<file path="config.mk">
export PLATFORM = sky130hd
export DESIGN_NAME = icache_boot_seq
export DESIGN_NICKNAME = d
export VERILOG_FILES = /design/src/rtl/icb_pkg.sv /design/src/rtl/icb_step_counter.sv /design/src/rtl/icb_vector_latch.sv /design/src/rtl/icb_fetch_mux.sv /design/src/rtl/icache_boot_seq.sv
export SDC_FILE = /design/constraint.sdc
export NUM_CORES = 1
export LEC_CHECK = 0
export BUFFER_PORTS_ARGS = -buffer_cell sky130_fd_sc_hd__buf_4
export CAP_MARGIN = 40
export CORE_MARGIN = 2
export CORE_UTILIZATION = 49
export DETAILED_ROUTE_END_ITERATION = 8
export PLACE_DENSITY = 0.85
export SLEW_MARGIN = 20
export SYNTH_ARGS = -nofsm -noshare
export SYNTH_HDL_FRONTEND = slang
export SYNTH_SLANG_ARGS = --single-unit
</file>
<file path="constraint.sdc">
create_clock -name clk -period 3.4 [get_ports clk]
set_input_delay 0.85 -clock clk [delete_from_list [all_inputs] [get_ports clk]]
set_output_delay 0.85 -clock clk [all_outputs]
set_load 0.01 [all_outputs]
</file>
<file path="src/rtl/icb_pkg.sv">
package icb_pkg;
   typedef enum logic [1:0] {
      PH_SCAN = 2'd0,
      PH_BOOT = 2'd1,
      PH_DONE = 2'd2
   } icb_phase_t;
endpackage

</file>
<file path="src/rtl/icb_step_counter.sv">
module icb_step_counter
   import icb_pkg::*;
#(
   parameter int TOTAL_CYCLES = 512,
   localparam int CNT_W = $clog2(TOTAL_CYCLES + 1)
) (
   input  logic             clk,
   input  logic             rst,
   output logic [CNT_W-1:0] cnt_o,
   output icb_phase_t       phase_o
);
   localparam logic [CNT_W-1:0] LAST = CNT_W'(TOTAL_CYCLES - 1);

   logic [CNT_W-1:0] cnt_q;
   icb_phase_t       phase_q;

   always_ff @(posedge clk) begin
      if (rst) begin
         cnt_q   <= '0;
         phase_q <= PH_SCAN;
      end else begin
         unique case (phase_q)
            PH_SCAN: begin
               if (cnt_q == LAST) phase_q <= PH_BOOT;
               else               cnt_q   <= cnt_q + 1'b1;
            end
            PH_BOOT: phase_q <= PH_DONE;
            default: phase_q <= PH_DONE;
         endcase
      end
   end

   assign cnt_o   = cnt_q;
   assign phase_o = phase_q;

   AST_CNT_BOUND: assert property (@(posedge clk) disable iff (rst)
      cnt_q <= LAST);
   AST_BOOT_ONCE: assert property (@(posedge clk) disable iff (rst)
      phase_q == PH_BOOT |=> phase_q == PH_DONE);
   AST_DONE_HOLD: assert property (@(posedge clk) disable iff (rst)
      phase_q == PH_DONE |=> phase_q == PH_DONE);
endmodule

</file>
<file path="src/rtl/icb_vector_latch.sv">
module icb_vector_latch #(
   parameter int ADDR_W = 32
) (
   input  logic              clk,
   input  logic              rst,
   input  logic [ADDR_W-1:0] base_i,
   output logic [ADDR_W-1:0] vec_o
);
   logic [ADDR_W-1:0] vec_q;

   always_ff @(posedge clk) begin
      if (rst) vec_q <= base_i;
   end

   assign vec_o = vec_q;

   AST_VEC_STABLE: assert property (@(posedge clk) disable iff (rst)
      !$past(rst) |-> $stable(vec_q));
endmodule

</file>
<file path="src/rtl/icb_fetch_mux.sv">
module icb_fetch_mux
   import icb_pkg::*;
#(
   parameter int ADDR_W = 32
) (
   input  icb_phase_t        phase_i,
   input  logic              rst,
   input  logic [ADDR_W-1:0] vec_i,
   input  logic              core_req_i,
   input  logic [ADDR_W-1:0] core_addr_i,
   output logic              fetch_req_o,
   output logic [ADDR_W-1:0] fetch_addr_o
);
   always_comb begin
      fetch_req_o  = 1'b0;
      fetch_addr_o = core_addr_i;
      if (!rst) begin
         unique case (phase_i)
            PH_BOOT: begin
               fetch_req_o  = 1'b1;
               fetch_addr_o = vec_i;
            end
            PH_DONE: fetch_req_o = core_req_i;
            default: fetch_req_o = 1'b0;
         endcase
      end
   end
endmodule

</file>
<file path="src/rtl/icache_boot_seq.sv">
module icache_boot_seq
   import icb_pkg::*;
#(
   parameter  int ADDR_W       = 32,
   parameter  int NUM_BLOCKS   = 256,
   parameter  int TOTAL_CYCLES = 512,
   localparam int IDX_W        = (NUM_BLOCKS > 1) ? $clog2(NUM_BLOCKS) : 1,
   localparam int CNT_W        = $clog2(TOTAL_CYCLES + 1)
) (
   input  logic              clk,
   input  logic              rst,
   input  logic [ADDR_W-1:0] mem_base,
   input  logic              core_req_i,
   input  logic [ADDR_W-1:0] core_addr_i,
   output logic              stall_o,
   output logic [IDX_W-1:0]  vclr_idx_o,
   output logic              vclr_we_o,
   output logic              fetch_req_o,
   output logic [ADDR_W-1:0] fetch_addr_o
);
   if (NUM_BLOCKS < 1)            $error("NUM_BLOCKS must be at least 1");
   if (NUM_BLOCKS > TOTAL_CYCLES) $error("scan longer than TOTAL_CYCLES");
   if (ADDR_W < 1)                $error("ADDR_W must be positive");

   logic [CNT_W-1:0]  cnt;
   icb_phase_t        phase;
   logic [ADDR_W-1:0] vec;
   logic              in_clear;

   icb_step_counter #(.TOTAL_CYCLES(TOTAL_CYCLES)) u_cnt (
      .clk(clk), .rst(rst), .cnt_o(cnt), .phase_o(phase)
   );

   icb_vector_latch #(.ADDR_W(ADDR_W)) u_vec (
      .clk(clk), .rst(rst), .base_i(mem_base), .vec_o(vec)
   );

   icb_fetch_mux #(.ADDR_W(ADDR_W)) u_mux (
      .phase_i(phase), .rst(rst), .vec_i(vec),
      .core_req_i(core_req_i), .core_addr_i(core_addr_i),
      .fetch_req_o(fetch_req_o), .fetch_addr_o(fetch_addr_o)
   );

   if (NUM_BLOCKS == TOTAL_CYCLES) begin : g_full_scan
      assign in_clear = (phase == PH_SCAN);
   end else begin : g_part_scan
      assign in_clear = (phase == PH_SCAN) && (cnt < CNT_W'(NUM_BLOCKS));
   end

   assign stall_o    = rst || (phase == PH_SCAN);
   assign vclr_we_o  = in_clear && !rst;
   assign vclr_idx_o = cnt[IDX_W-1:0];

   AST_CLEAR_UNDER_STALL: assert property (@(posedge clk) disable iff (rst)
      vclr_we_o |-> stall_o);
   AST_CLEAR_STEP: assert property (@(posedge clk) disable iff (rst)
      vclr_we_o && $past(vclr_we_o) |-> vclr_idx_o == $past(vclr_idx_o) + 1'b1);
   AST_RESTART_ZERO: assert property (@(posedge clk) disable iff (rst)
      $fell(rst) |-> stall_o && vclr_we_o && vclr_idx_o == '0);
   AST_NO_FETCH_STALLED: assert property (@(posedge clk) disable iff (rst)
      stall_o |-> !fetch_req_o);
   AST_BOOT_ON_RELEASE: assert property (@(posedge clk) disable iff (rst)
      $fell(stall_o) |-> fetch_req_o && fetch_addr_o == vec);
endmodule

</file>
==> impl_metrics.ini <==
[layout]
drive_gt1_share_pct = 56.6
fillers = 344
area_delta_synth_final_pct = 38.7
finalNetCount = 337
diodes = 0
instances_no_fill = 319

[clock_tree]
cts.sinks = 44
clkTransAtPathRegs_ps = 80
cts_tree = built
cts_resized = 0
post-cts-setup-buffers = 0
cts_hold_buf = 0
htree_levels = 2
numCtsBuffers = 5
clk_latency_ps = 290
cts_buffer_depth = 2
root_buffer = clkbuf_8

[worst_setup_path]
crit_path_max_fanout = 32
ff2ff_setup_slack_ps = 1740
crit_type = in2out
rr_endpoint = u_cnt.cnt_o[5]
crit_end = fetch_addr_o[22]
rr_worst_depth = 5
start_kind = input port
crit_arrival_ps = 2030
worstReg2RegStart = u_cnt.phase_o[1]
critical_path.startpoint = rst
required_ps = 2550
endpoint_kind = primary output

[logic_synthesis]
yosysUniqueCellTypes = 37
syn_avg_cell_area_um2 = 13.3
synth-simple-area-share_pct = 10.2
synth-compound-area-share_pct = 8.53
synth_edf_count = 32
synth_fa_ha_area_share_pct = 2.28
synth_xor_area_share_pct = 0
muxShareOfSynthArea_pct = 16.4
synth_nets = 237
async_flop_share_pct = 0
synth_top_family_by_area = multiplexers
syn_area_um2 = 2200
ys_seq_area_share_pct = 54.6
synth-warning-count = 0
synth-seq-cells = 44
syn-instance-count = 166
synthFlopType = edfxtp_1

[sta]
slew_headroom_pct = 69.7
fmax_mhz = 347
rsz0062_at_grt = no
fin_skew_ps = 11.8
setup_tns_ps = 0
drv_slew = 0
finalCriticalPeriod_ps = 2880
holdWs_ps = 510
tightest_slew_ps = 455
worst_slack_ps = 521
hold_viol = 0
finalSetupViolCount = 0
finalCritPeriodShare_pct = 84.7

[floorplan]
core_area_um2 = 4350
rows = 24
start_util_pct = 50.5
die_x_um = 71
die-area_um2 = 5040
io_pins = 110
die_h_um = 71

[routing]
viasPerCell = 5.47
first_pass_iters = 4
num_vias = 1746
ant_nets = 0
wire_per_inst_um = 16.6
drtIter0Drc = 104
drt-total-wl_um = 5290
drc_errors = 0

[placed_design]
finalWeightedCongestion = 0.913
place_inst = 311
portBuffers = 109
dp_hpwl_um = 4020
pre_cts_ws_ps = 519

[global_routing]
grt_overflow = 0
grt_pass1_vias = 1684
grt_usage_pct = 21.3
grt_pass1_wl_um = 8340
antenna_found_initial = 0
grt_max_degree = 38

[power_and_ir_drop]
p_leak_nw = 1.26
vdd_ir_drop_max_mv = 0.235
finalPower_w = 0.00128
power_density_nw_per_um2 = 418

[worst_hold_path]
hp-class = reg2reg

[flow_run]
drv_cap = 0

[status]
outcome = finished clean
==> critical path: stages <==
cell	delay, ps
buf_4	150
nor2b_2	110
buf_4	360
mux2_2	390
buf_4	140
==> metrics by stage <==
stage	util, %	instance area [um^2]
5_1_grt	70.1	3050
4_1_cts	70.1	3050
2_1_floorplan	-	2200
3_5_place_dp	67.6	2940
3_3_place_gp	67.6	2940
6_report	70.1	3050
==> how the worst min path moves through the flow <==
stage,startpoint,to,slack [ps],cells after the start
after global placement,u_cnt.phase_o[1],u_cnt.phase_o[1],490,2
after global routing,u_cnt.phase_o[1],u_cnt.phase_o[1],530,2
after detailed placement,u_cnt.phase_o[1],u_cnt.phase_o[1],490,2
after CTS,u_cnt.phase_o[1],u_cnt.phase_o[1],510,2
final,u_cnt.phase_o[1],u_cnt.phase_o[1],510,2
after floorplan,u_cnt.phase_o[1],u_cnt.phase_o[1],460,2
==> layer usage <==
metal | part of all wire, % | vias to the layer above | track usage, %
li1 | - | 827 | -
met1 | 39 | 826 | 24.5
met5 | 0 | - | 0
met4 | 1.8 | 0 | 7.13
met3 | 8.8 | 10 | 6.70
met2 | 51 | 83 | 37.5
==> cell usage after synthesis (all sizes together), types with 3 or more instances <==
master | count | area [um^2]
a211oi | 5 | 37.5
a21oi | 8 | 40.0
a31oi | 4 | 25.0
and3 | 5 | 32.5
and4 | 3 | 27.5
buf | 15 | 124
clkbuf | 3 | 32.5
dfxtp | 12 | 240
edfxtp | 32 | 961
ha | 4 | 50.1
inv | 5 | 18.8
mux2 | 32 | 360
nand2 | 6 | 22.5
nand3 | 6 | 30.0
nor3 | 3 | 15.0
==> power breakdown <==
group / leakage, nW / internal [W] / switching, W
clock network: 0.0524 / 0.000220 / 0.000166
logic: 0.793 / 0.000131 / 0.0000977
registers: 0.411 / 0.000624 / 0.0000370
==> placed cells by master (no fill, tap or decap), types with 2 or more instances in the layout <==
| master | instances |
|---|---|
| a211oi_1 | 5 |
| a21oi_1 | 8 |
| a31oi_1 | 4 |
| and3_1 | 4 |
| and4_1 | 2 |
| buf_4 | 111 |
| clkbuf_1 | 2 |
| clkbuf_8 | 5 |
| dfxtp_1 | 12 |
| edfxtp_1 | 32 |
| ha_1 | 4 |
| inv_1 | 5 |
| mux2_1 | 2 |
| mux2_2 | 30 |
| nand2_1 | 6 |
| nand3_1 | 6 |
| nand3b_1 | 2 |
| nand4_1 | 2 |
| nor3_1 | 3 |
| nor3b_1 | 2 |
| nor4_1 | 2 |
| o21ai_0 | 2 |
==> area by class of cell <==
type / instances / area (um^2) / area share, %
clock buffers: 7 / 76.3 / 2.50
flip-flops and latches: 44 / 1200 / 39.4
inverters: 5 / 18.8 / 0.615
multi-input cells: 99 / 826 / 27.1
repair buffers: 111 / 833 / 27.3
well taps: 52 / 65.1 / 2.13
clock inverters: 1 / 30.0 / 0.984
==> logic make-up (layout without fill, tap and decap cells) <==
kind of cell | count (synthesis) | in the layout
mux | 32 | 32
simple gates | 37 | 37
compound gates | 26 | 26
fa+ha+maj | 4 | 4
flops | 44 | 44
buf+inv | 23 | 124
==> state kept, by name (all words and copies together), names as in the netlist <==
register and count:
u_cnt.cnt_o 10, u_cnt.phase_o 2, u_vec.vec_o 32
No activity file was read; power rests on OpenSTA's default activity.
